## src/rtl/tlb_pkg.sv

```systemverilog
package tlb_pkg;
  // where a fill writes
  typedef enum logic [1:0] {
    WAY_SAME = 2'd0,  // rewrite the resident copy
    WAY_FREE = 2'd1,  // lowest invalid slot
    WAY_LRU  = 2'd2   // oldest valid slot
  } fill_src_e;
endpackage

```

## src/rtl/tlb_pick.sv

```systemverilog
module tlb_pick #(
  parameter int N  = 8,
  parameter int IW = $clog2(N)
) (
  input  logic [N-1:0]  vec,
  output logic          any,
  output logic [IW-1:0] idx
);
  // lowest set bit wins
  always_comb begin
    any = 1'b0;
    idx = '0;
    for (int i = N - 1; i >= 0; i--) begin
      if (vec[i]) begin
        any = 1'b1;
        idx = IW'(i);
      end
    end
  end
endmodule

```

## src/rtl/tlb_cam.sv

```systemverilog
module tlb_cam #(
  parameter int N      = 8,
  parameter int VPN_W  = 20,
  parameter int ASID_W = 8
) (
  input  logic [N-1:0]      valid,
  input  logic [VPN_W-1:0]  vpn_tab  [N],
  input  logic [ASID_W-1:0] asid_tab [N],
  input  logic [VPN_W-1:0]  key_vpn,
  input  logic [ASID_W-1:0] key_asid,
  output logic [N-1:0]      match
);
  function automatic logic tag_eq(input logic [VPN_W-1:0] a_vpn, input logic [ASID_W-1:0] a_id,
                                  input logic [VPN_W-1:0] b_vpn, input logic [ASID_W-1:0] b_id);
    return (a_vpn == b_vpn) && (a_id == b_id);
  endfunction

  for (genvar g = 0; g < N; g++) begin : g_cmp
    assign match[g] = valid[g] && tag_eq(vpn_tab[g], asid_tab[g], key_vpn, key_asid);
  end
endmodule

```

## src/rtl/tlb_lru.sv

```systemverilog
module tlb_lru #(
  parameter int N  = 8,
  parameter int IW = $clog2(N)
) (
  input  logic          clk,
  input  logic          rst_n,
  input  logic          touch_en,
  input  logic [IW-1:0] touch_idx,
  output logic [IW-1:0] victim_idx
);
  localparam logic [IW-1:0] AGE_MAX = IW'(N - 1);

  logic [IW-1:0] age_q [N];
  logic [N-1:0]  oldest_vec;
  logic          victim_any;

  // age after entry `who` is touched, given the touched entry's old age
  function automatic logic [IW-1:0] aged(input logic [IW-1:0] cur, input logic [IW-1:0] ref_age,
                                         input logic is_touched);
    if (is_touched)      return '0;
    if (cur < ref_age)   return cur + 1'b1;
    return cur;
  endfunction

  always_ff @(posedge clk) begin
    if (!rst_n) begin
      for (int i = 0; i < N; i++) age_q[i] <= IW'(i);
    end else if (touch_en) begin
      for (int i = 0; i < N; i++)
        age_q[i] <= aged(age_q[i], age_q[touch_idx], touch_idx == IW'(i));
    end
  end

  for (genvar g = 0; g < N; g++) begin : g_old
    assign oldest_vec[g] = (age_q[g] == AGE_MAX);
  end

  tlb_pick #(.N(N), .IW(IW)) u_old (.vec(oldest_vec), .any(victim_any), .idx(victim_idx));

  // ages stay a permutation: exactly one oldest entry
  assert_one_oldest_R5: assert property (@(posedge clk) disable iff (!rst_n)
    $onehot(oldest_vec) && victim_any);
  // a touched entry is never the next victim
  assert_touch_young_R5: assert property (@(posedge clk) disable iff (!rst_n)
    touch_en |=> !oldest_vec[$past(touch_idx)]);
endmodule

```

## src/rtl/asid_tlb.sv

```systemverilog
module asid_tlb #(
  parameter int N      = 8,
  parameter int VPN_W  = 20,
  parameter int ASID_W = 8,
  parameter int PFN_W  = 20
) (
  input  logic              clk,
  input  logic              rst_n,
  input  logic              lk_req,
  input  logic [VPN_W-1:0]  lk_vpn,
  input  logic [ASID_W-1:0] lk_asid,
  output logic              lk_hit,
  output logic [PFN_W-1:0]  lk_pfn,
  output logic              lk_wr_ok,
  input  logic              fill_en,
  input  logic [VPN_W-1:0]  fill_vpn,
  input  logic [ASID_W-1:0] fill_asid,
  input  logic [PFN_W-1:0]  fill_pfn,
  input  logic              fill_wr,
  input  logic              inv_en,
  input  logic [VPN_W-1:0]  inv_vpn,
  input  logic [ASID_W-1:0] inv_asid,
  input  logic              flush_en
);
  import tlb_pkg::*;
  localparam int IW = $clog2(N);

  logic [N-1:0]      valid_q;
  logic [VPN_W-1:0]  vpn_q  [N];
  logic [ASID_W-1:0] asid_q [N];
  logic [PFN_W-1:0]  pfn_q  [N];
  logic [N-1:0]      wr_q;

  logic [N-1:0]  lk_match, fill_match, inv_match;
  logic          lk_any, same_any, free_any;
  logic [IW-1:0] lk_idx, same_idx, free_idx, lru_idx, way;
  fill_src_e     src;

  // named internal events
  logic do_flush, do_inv, do_fill, touch_en;
  logic [IW-1:0] touch_idx;

  tlb_cam #(.N(N), .VPN_W(VPN_W), .ASID_W(ASID_W)) u_lk_cam (
    .valid(valid_q), .vpn_tab(vpn_q), .asid_tab(asid_q),
    .key_vpn(lk_vpn), .key_asid(lk_asid), .match(lk_match));
  tlb_cam #(.N(N), .VPN_W(VPN_W), .ASID_W(ASID_W)) u_fill_cam (
    .valid(valid_q), .vpn_tab(vpn_q), .asid_tab(asid_q),
    .key_vpn(fill_vpn), .key_asid(fill_asid), .match(fill_match));
  tlb_cam #(.N(N), .VPN_W(VPN_W), .ASID_W(ASID_W)) u_inv_cam (
    .valid(valid_q), .vpn_tab(vpn_q), .asid_tab(asid_q),
    .key_vpn(inv_vpn), .key_asid(inv_asid), .match(inv_match));

  tlb_pick #(.N(N), .IW(IW)) u_lk_enc   (.vec(lk_match),   .any(lk_any),   .idx(lk_idx));
  tlb_pick #(.N(N), .IW(IW)) u_same_enc (.vec(fill_match), .any(same_any), .idx(same_idx));
  tlb_pick #(.N(N), .IW(IW)) u_free_enc (.vec(~valid_q),   .any(free_any), .idx(free_idx));

  tlb_lru #(.N(N), .IW(IW)) u_lru (
    .clk(clk), .rst_n(rst_n), .touch_en(touch_en), .touch_idx(touch_idx), .victim_idx(lru_idx));

  // lookup, combinational on current contents
  assign lk_hit   = lk_req && lk_any;
  assign lk_pfn   = lk_hit ? pfn_q[lk_idx] : '0;
  assign lk_wr_ok = lk_hit && wr_q[lk_idx];

  // command priority: flush, then invalidate, then fill
  assign do_flush = flush_en;
  assign do_inv   = inv_en && !flush_en;
  assign do_fill  = fill_en && !flush_en && !inv_en;

  always_comb begin
    if (same_any)      src = WAY_SAME;
    else if (free_any) src = WAY_FREE;
    else               src = WAY_LRU;
    unique case (src)
      WAY_SAME: way = same_idx;
      WAY_FREE: way = free_idx;
      default:  way = lru_idx;
    endcase
  end

  assign touch_en  = do_fill || (lk_hit && !flush_en && !inv_en && !fill_en);
  assign touch_idx = do_fill ? way : lk_idx;

  always_ff @(posedge clk) begin
    if (!rst_n)        valid_q <= '0;
    else if (do_flush) valid_q <= '0;
    else if (do_inv)   valid_q <= valid_q & ~inv_match;
    else if (do_fill)  valid_q[way] <= 1'b1;
  end

  always_ff @(posedge clk) begin
    if (do_fill) begin
      vpn_q[way]  <= fill_vpn;
      asid_q[way] <= fill_asid;
      pfn_q[way]  <= fill_pfn;
      wr_q[way]   <= fill_wr;
    end
  end

  assert_hit_needs_req_R1: assert property (@(posedge clk) disable iff (!rst_n)
    lk_hit |-> lk_req);
  assert_fill_then_hit_R3: assert property (@(posedge clk) disable iff (!rst_n)
    do_fill |=> !(lk_req && lk_vpn == $past(fill_vpn) && lk_asid == $past(fill_asid))
                || (lk_hit && lk_pfn == $past(fill_pfn) && lk_wr_ok == $past(fill_wr)));
  assert_keep_valid_R4: assert property (@(posedge clk) disable iff (!rst_n)
    (do_fill && !(&valid_q)) |=> (($past(valid_q) & ~valid_q) == '0));
  assert_no_duplicate_R6: assert property (@(posedge clk) disable iff (!rst_n)
    $onehot0(lk_match) && $onehot0(fill_match));
  assert_inval_gone_R7: assert property (@(posedge clk) disable iff (!rst_n)
    do_inv |=> !(lk_hit && lk_vpn == $past(inv_vpn) && lk_asid == $past(inv_asid)));
  assert_flush_empty_R8: assert property (@(posedge clk) disable iff (!rst_n)
    do_flush |=> !lk_hit);
endmodule

```

## config.mk

```make
export PLATFORM = sky130hd
export DESIGN_NAME = asid_tlb
export DESIGN_NICKNAME = d
export VERILOG_FILES = /design/src/rtl/tlb_pkg.sv /design/src/rtl/tlb_pick.sv /design/src/rtl/tlb_cam.sv /design/src/rtl/tlb_lru.sv /design/src/rtl/asid_tlb.sv
export SDC_FILE = /design/constraint.sdc
export NUM_CORES = 1
export LEC_CHECK = 0
export ABC_CLOCK_PERIOD_IN_PS = 19000
export BUFFER_PORTS_ARGS = -buffer_cell sky130_fd_sc_hd__clkbuf_2
export CORE_AREA = 2 2 247 249
export CTS_BUF_LIST = sky130_fd_sc_hd__clkbuf_16
export DETAILED_ROUTE_END_ITERATION = 12
export DIE_AREA = 0 0 249 251
export PLACE_DENSITY = 0.55
export SYNTH_ARGS = -nofsm -noshare
export SYNTH_HDL_FRONTEND = slang
export SYNTH_HIERARCHICAL = 1
export SYNTH_SLANG_ARGS = --single-unit
```

## constraint.sdc

```tcl
create_clock -name clk -period 19 [get_ports clk]
set_input_delay 3.8 -clock clk [delete_from_list [all_inputs] [get_ports clk]]
set_output_delay 3.8 -clock clk [all_outputs]
set_load 0.005 [all_outputs]
```

; Yosys cells after proc, flatten, opt, wreduce, memory -nomap -nowiden
; Memory sizes are Yosys's and may differ from the RTL's.
; Index checks and enable logic that the tools add are counted.
[word_totals]
regBits = 240
ramBits = 184
inputBits = 111
word_cells = 377
n_memories = 2
[classes]
add_sub_neg = 8
n_lt_le_gt_ge = 13
n_eq_ne = 64
n_mux = 192
bitwise = 14
n_reduce_logical = 66
[memory_table]
columns = name, depth, word_bits, read_ports, rd_clocked_by_memory_dff, wr, line
row1 = pfn_q, 8, 20, 1, 0, 1, asid_tlb.sv:31  ; logic [PFN_W-1:0] pfn_q [N];
row2 = u_lru.age_q, 8, 3, 9, 0, 8, tlb_lru.sv:13  ; logic [IW-1:0] age_q [N];
[op_table]
columns = cell, count
row1 = $eq A20 B20 Y1, 24
row2 = $mux W3, 89
row3 = $eq A8 B8 Y1, 24
row4 = $bwmux W160, 1
row5 = $mux W1, 88
row6 = $bwmux W64, 1
row7 = $demux W20 S3, 1
row8 = $logic_and A1 B1 Y1, 58
row9 = $mux W20, 2
row10 = $eq A3 B3 Y1 const B, 12
row11 = $add A3 B1 Y3 const B, 8
row12 = $demux W8 S3, 1
row13 = $lt A3 B3 Y1, 8
row14 = $mux W8, 3
row15 = $not A8 Y8, 2
row16 = $and A8 B8 Y8, 1
row17 = $bwmux W8, 1
row18 = $lt A3 B4 Y1 const B, 2
row19 = $or A1 B1 Y1, 8
row20 = $or A8 B8 Y8, 1
row21 = $eq A3 B2 Y1 const B, 2
row22 = $pmux W3 S2, 1
row23 = $ge A4 B4 Y1 const B, 1
row24 = $lt A4 B1 Y1 const B, 1
row25 = other kinds (14), 17

; Logic depth before layout (Yosys ltp)
[depth]
depth_word = 27
mapped_depth = 21
mapped_depth_nobuf = 17

; Hierarchy
; The synthesis kept the hierarchy.
[by_module_without_submodules]
columns = mod, instances, cells_per_inst, area_each_um2, seq_area_each_um2
row1 = asid_tlb, 1, 573, 13693.1, 11931.4
row2 = tlb_cam, 3, 332, 2602.5, 0.0
row3 = tlb_lru, 1, 165, 1858.0, 720.7
row4 = tlb_pick, 4, 13, 80.1, 0.0

; Worst setup path before layout
; No wires, ideal clock.
[synth_timing]
path_kind = input-to-output
start = input port lk_vpn[11]
end = output port lk_pfn[10]
arrival_ns = 6.294
required_ns = 15.200
setup_slack_ns = 8.906
cell_stages = 12
path_buffers = 3
path_cell_list = buf_2 > xor2_1 > nor4_1 > nand3_1 > nor4_1 > a21oi_1 > o41ai_1 > buf_6 > buf_6 > mux4_2 > mux2i_1 > nor2_1
[synth_between]
elab_chain_cells = 13
[synth_rtl]
columns = item, line
row1 = from (decl), asid_tlb.sv:10  ; input logic [VPN_W-1:0] lk_vpn,
row2 = $eq A20 B20 Y1, tlb_cam.sv:15  ; return (a_vpn == b_vpn) && (a_id == b_id);
row3 = $logic_and A1 B1 Y1, tlb_cam.sv:15
row4 = $logic_and A1 B1 Y1, tlb_cam.sv:19  ; assign match[g] = valid[g] && tag_eq(vpn_tab[g], asid_tab[g], key_vpn, key_asid);
row5 = named net lk_match[7], asid_tlb.sv:34  ; logic [N-1:0] lk_match, fill_match, inv_match;
row6 = $mux W3 (8 in a row), tlb_pick.sv:14  ; if (vec[i]) begin
row7 = named net lk_idx[0], asid_tlb.sv:36  ; logic [IW-1:0] lk_idx, same_idx, free_idx, lru_idx, way;
row8 = $mem_v2 Z8 W20, -
row9 = $mux W20, asid_tlb.sv:62  ; assign lk_pfn = lk_hit ? pfn_q[lk_idx] : '0;
row10 = to (decl), asid_tlb.sv:13  ; output logic [PFN_W-1:0] lk_pfn,
; The timed path passes the listed nets, and every way through them passes these cells.

; Final worst setup path
[layout_timing]
start = input port lk_vpn[5]
end = output port lk_pfn[15]
[layout_lines]
columns = item, line
row1 = $eq A20 B20 Y1, tlb_cam.sv:15
row2 = $logic_and A1 B1 Y1, tlb_cam.sv:15
row3 = $logic_and A1 B1 Y1, tlb_cam.sv:19
row4 = named net lk_match[0], asid_tlb.sv:34
row5 = $mux W3, tlb_pick.sv:14
row6 = named net lk_idx[0], asid_tlb.sv:36
row7 = $mem_v2 Z8 W20, -
row8 = $mux W20, asid_tlb.sv:62
; The timed path passes the listed nets, and every way through them passes these cells.

==> results.sh <==
export IMPL_place_port_buffers=132
export IMPL_path_max_fanout=43
export IMPL_wl_um=78660
export IMPL_cp_arrival_ns=8.10
export IMPL_vias_per_cell=5.680
export IMPL_dpl_worst_slack_ns=7.121
export IMPL_final_common_cell="xor2_1"
export IMPL_hpwl_um=52710
export IMPL_post_route_min_period_ns=11.90
export IMPL_grt_pass1_vias=15152
export IMPL_pwr_density_cell_nw_per_um2=82.61
export IMPL_cp_data_required_time_ns=15.20
export IMPL_cts_tree="yes"
export IMPL_finalSetupViolCount=0
export IMPL_die_h_um=251
export IMPL_dr_pass1_iters=7
export IMPL_end_kind="output pin"
export IMPL_fmax_ghz=0.08407
export IMPL_period_share=0.6261
export IMPL_syn_avg_cell_area_sq_um=13.26
export IMPL_ys_warn_count=6
export IMPL_vdd_ir_drop_max_uv=88.75
export IMPL_first_iter_violations=1649
export IMPL_synth_cells=1785
export IMPL_antenna_cells=0
export IMPL_hold_class="register to register"
export IMPL_grt_ovfl_total=0
export IMPL_outcome="finished, final reports clean"
export IMPL_drive_gt1_frac=0.1555
export IMPL_min_from="valid_q[6]"
export IMPL_initial_core_util=0.3959
export IMPL_area_growth_pct=12.20
export IMPL_cpPeakStageDelay_ns=0.91
export IMPL_cts_max_path_buffers=3
export IMPL_grt_pass1_wl_um=110900
export IMPL_finalPower_mw=2.194
export IMPL_place_congestion=0.9405
export IMPL_num_vias=15329
export IMPL_post_cts_buffers=0
export IMPL_timing_slew_headroom=0.2043
export IMPL_path_delay_family="simple AND/OR/NAND/NOR gates"
export IMPL_worst_pin_slew_ns=1.187
export IMPL_ant_nets=0
export IMPL_rsz0062_at_grt="false"
export IMPL_post_cts_resized=0
export IMPL_path_cells="clkbuf_2 > xor2_1 > nor4_1 > nand4_1 > nor4_1 > o21bai_1 > o41ai_2 > buf_4 > mux4_2 > mux2i_1 > nor2_1 > clkbuf_2"
export IMPL_drc=0
export IMPL_dieWidth_um=249
export IMPL_grt_util_all_layers=0.2480
export IMPL_cts_sinks=424
export IMPL_critPathKind="input port to output pin"
export IMPL_p_leak_nw=8.839
export IMPL_startpoint="lk_vpn[5]"
export IMPL_die_area_sq_um=62500
export IMPL_numCtsBuffers=50
export IMPL_worstSetupStartpointType="input port"
export IMPL_clkSlewWorstSetupHoldPaths_ns=0.05
export IMPL_num_rows=90
export IMPL_finalCoreUtilization=0.4442
export IMPL_timing_rr_start="asid_q[27]"
export IMPL_slew_violations=0
export IMPL_syn_nets=1928
export IMPL_fin_setup_tns_ns=0
export IMPL_cts_hold_buffers=0
export IMPL_wl_per_cell_um=29.14
export IMPL_final_cell_mix="453 x xor2_1, 416 x edfxtp_1, 216 x xnor2_1"
export IMPL_grt_antenna_before_repair=5
export IMPL_htree_levels=2
export IMPL_grt_max_degree=50
export IMPL_timing_final_hold_violations=0
export IMPL_cts_root_buffer="clkbuf_16"
export IMPL_num_nets_final=2021
export IMPL_synth_area_sq_um=23680
export IMPL_postLayoutSetupSlackWorst_ns=7.105
export IMPL_clock_latency_ns=0.60
export IMPL_ioPinCount=133
export IMPL_fin_worst_skew_ns=0.02834
export IMPL_coreArea_sq_um=59790
export IMPL_slowest_stage="nor4_1"
export IMPL_crit_buf_inv=3
export IMPL_drv_cap=0
-- through the flow --
step           cells  area [sq um]  hold slack, ns
2_1_floorplan   1785         23680          0.4884
3_3_place_gp    2608         24920          0.5407
3_5_place_dp    2608         24920          0.5551
4_1_cts         2699         26560          0.5641
5_1_grt         2699         26560          0.5898
6_report        2699         26560          0.5580
-- layout make-up --
cell class,count,area [sq um]
multi-input cells,1232,10400
fillers,5389,33230
inverters,17,63.81
flip-flops and latches,424,12650
repair buffers,153,818.3
clock buffers,51,1276
well taps,782,978.4
clock inverters,40,370.4
-- worst register-to-register path: cells and delay by family, from the launching register on --
family          cells  cell delay (ns)
flops               1             0.45
fa+ha+maj           1             0.39
simple gates        7             3.34
xor+xnor            1             0.22
compound gates      3             0.97
mux                 2             1.36
-- registers in the layout, summed over array words and instances, names as in the netlist --
name / count
pfn_q: 160
vpn_q: 160
asid_q: 64
u_lru/age_q: 24
valid_q: 8
wr_q: 8
-- power breakdown --
| part | leakage (nW) | internal, mW | switching [mW] |
|---|---|---|---|
| clock network | 0.851 | 0.580 | 0.393 |
| logic | 4.17 | 0.0598 | 0.123 |
| registers | 3.82 | 1.03 | 0.00529 |
| total | 8.84 | 1.67 | 0.521 |
-- final timing paths --
| check | slack [ns] | to | cells after the start |
|---|---|---|---|
| max | 7.10 | lk_pfn[15] | 12 |
| max reg2reg | 11.88 | u_lru/age_q[4][0] | 14 |
| min | 0.56 | valid_q[6] | 2 |
| min reg2reg | 0.56 | valid_q[6] | 2 |
-- metal layers --
metal  global-route usage  vias up  part of all wire
met5                    0        -           0.00061
met4              0.09126        8             0.038
met3              0.04111      155             0.072
met2               0.3922      639              0.45
met1               0.3443     7800              0.44
li1                     -     6727                 -
No activity file was read; power rests on OpenSTA's default activity.
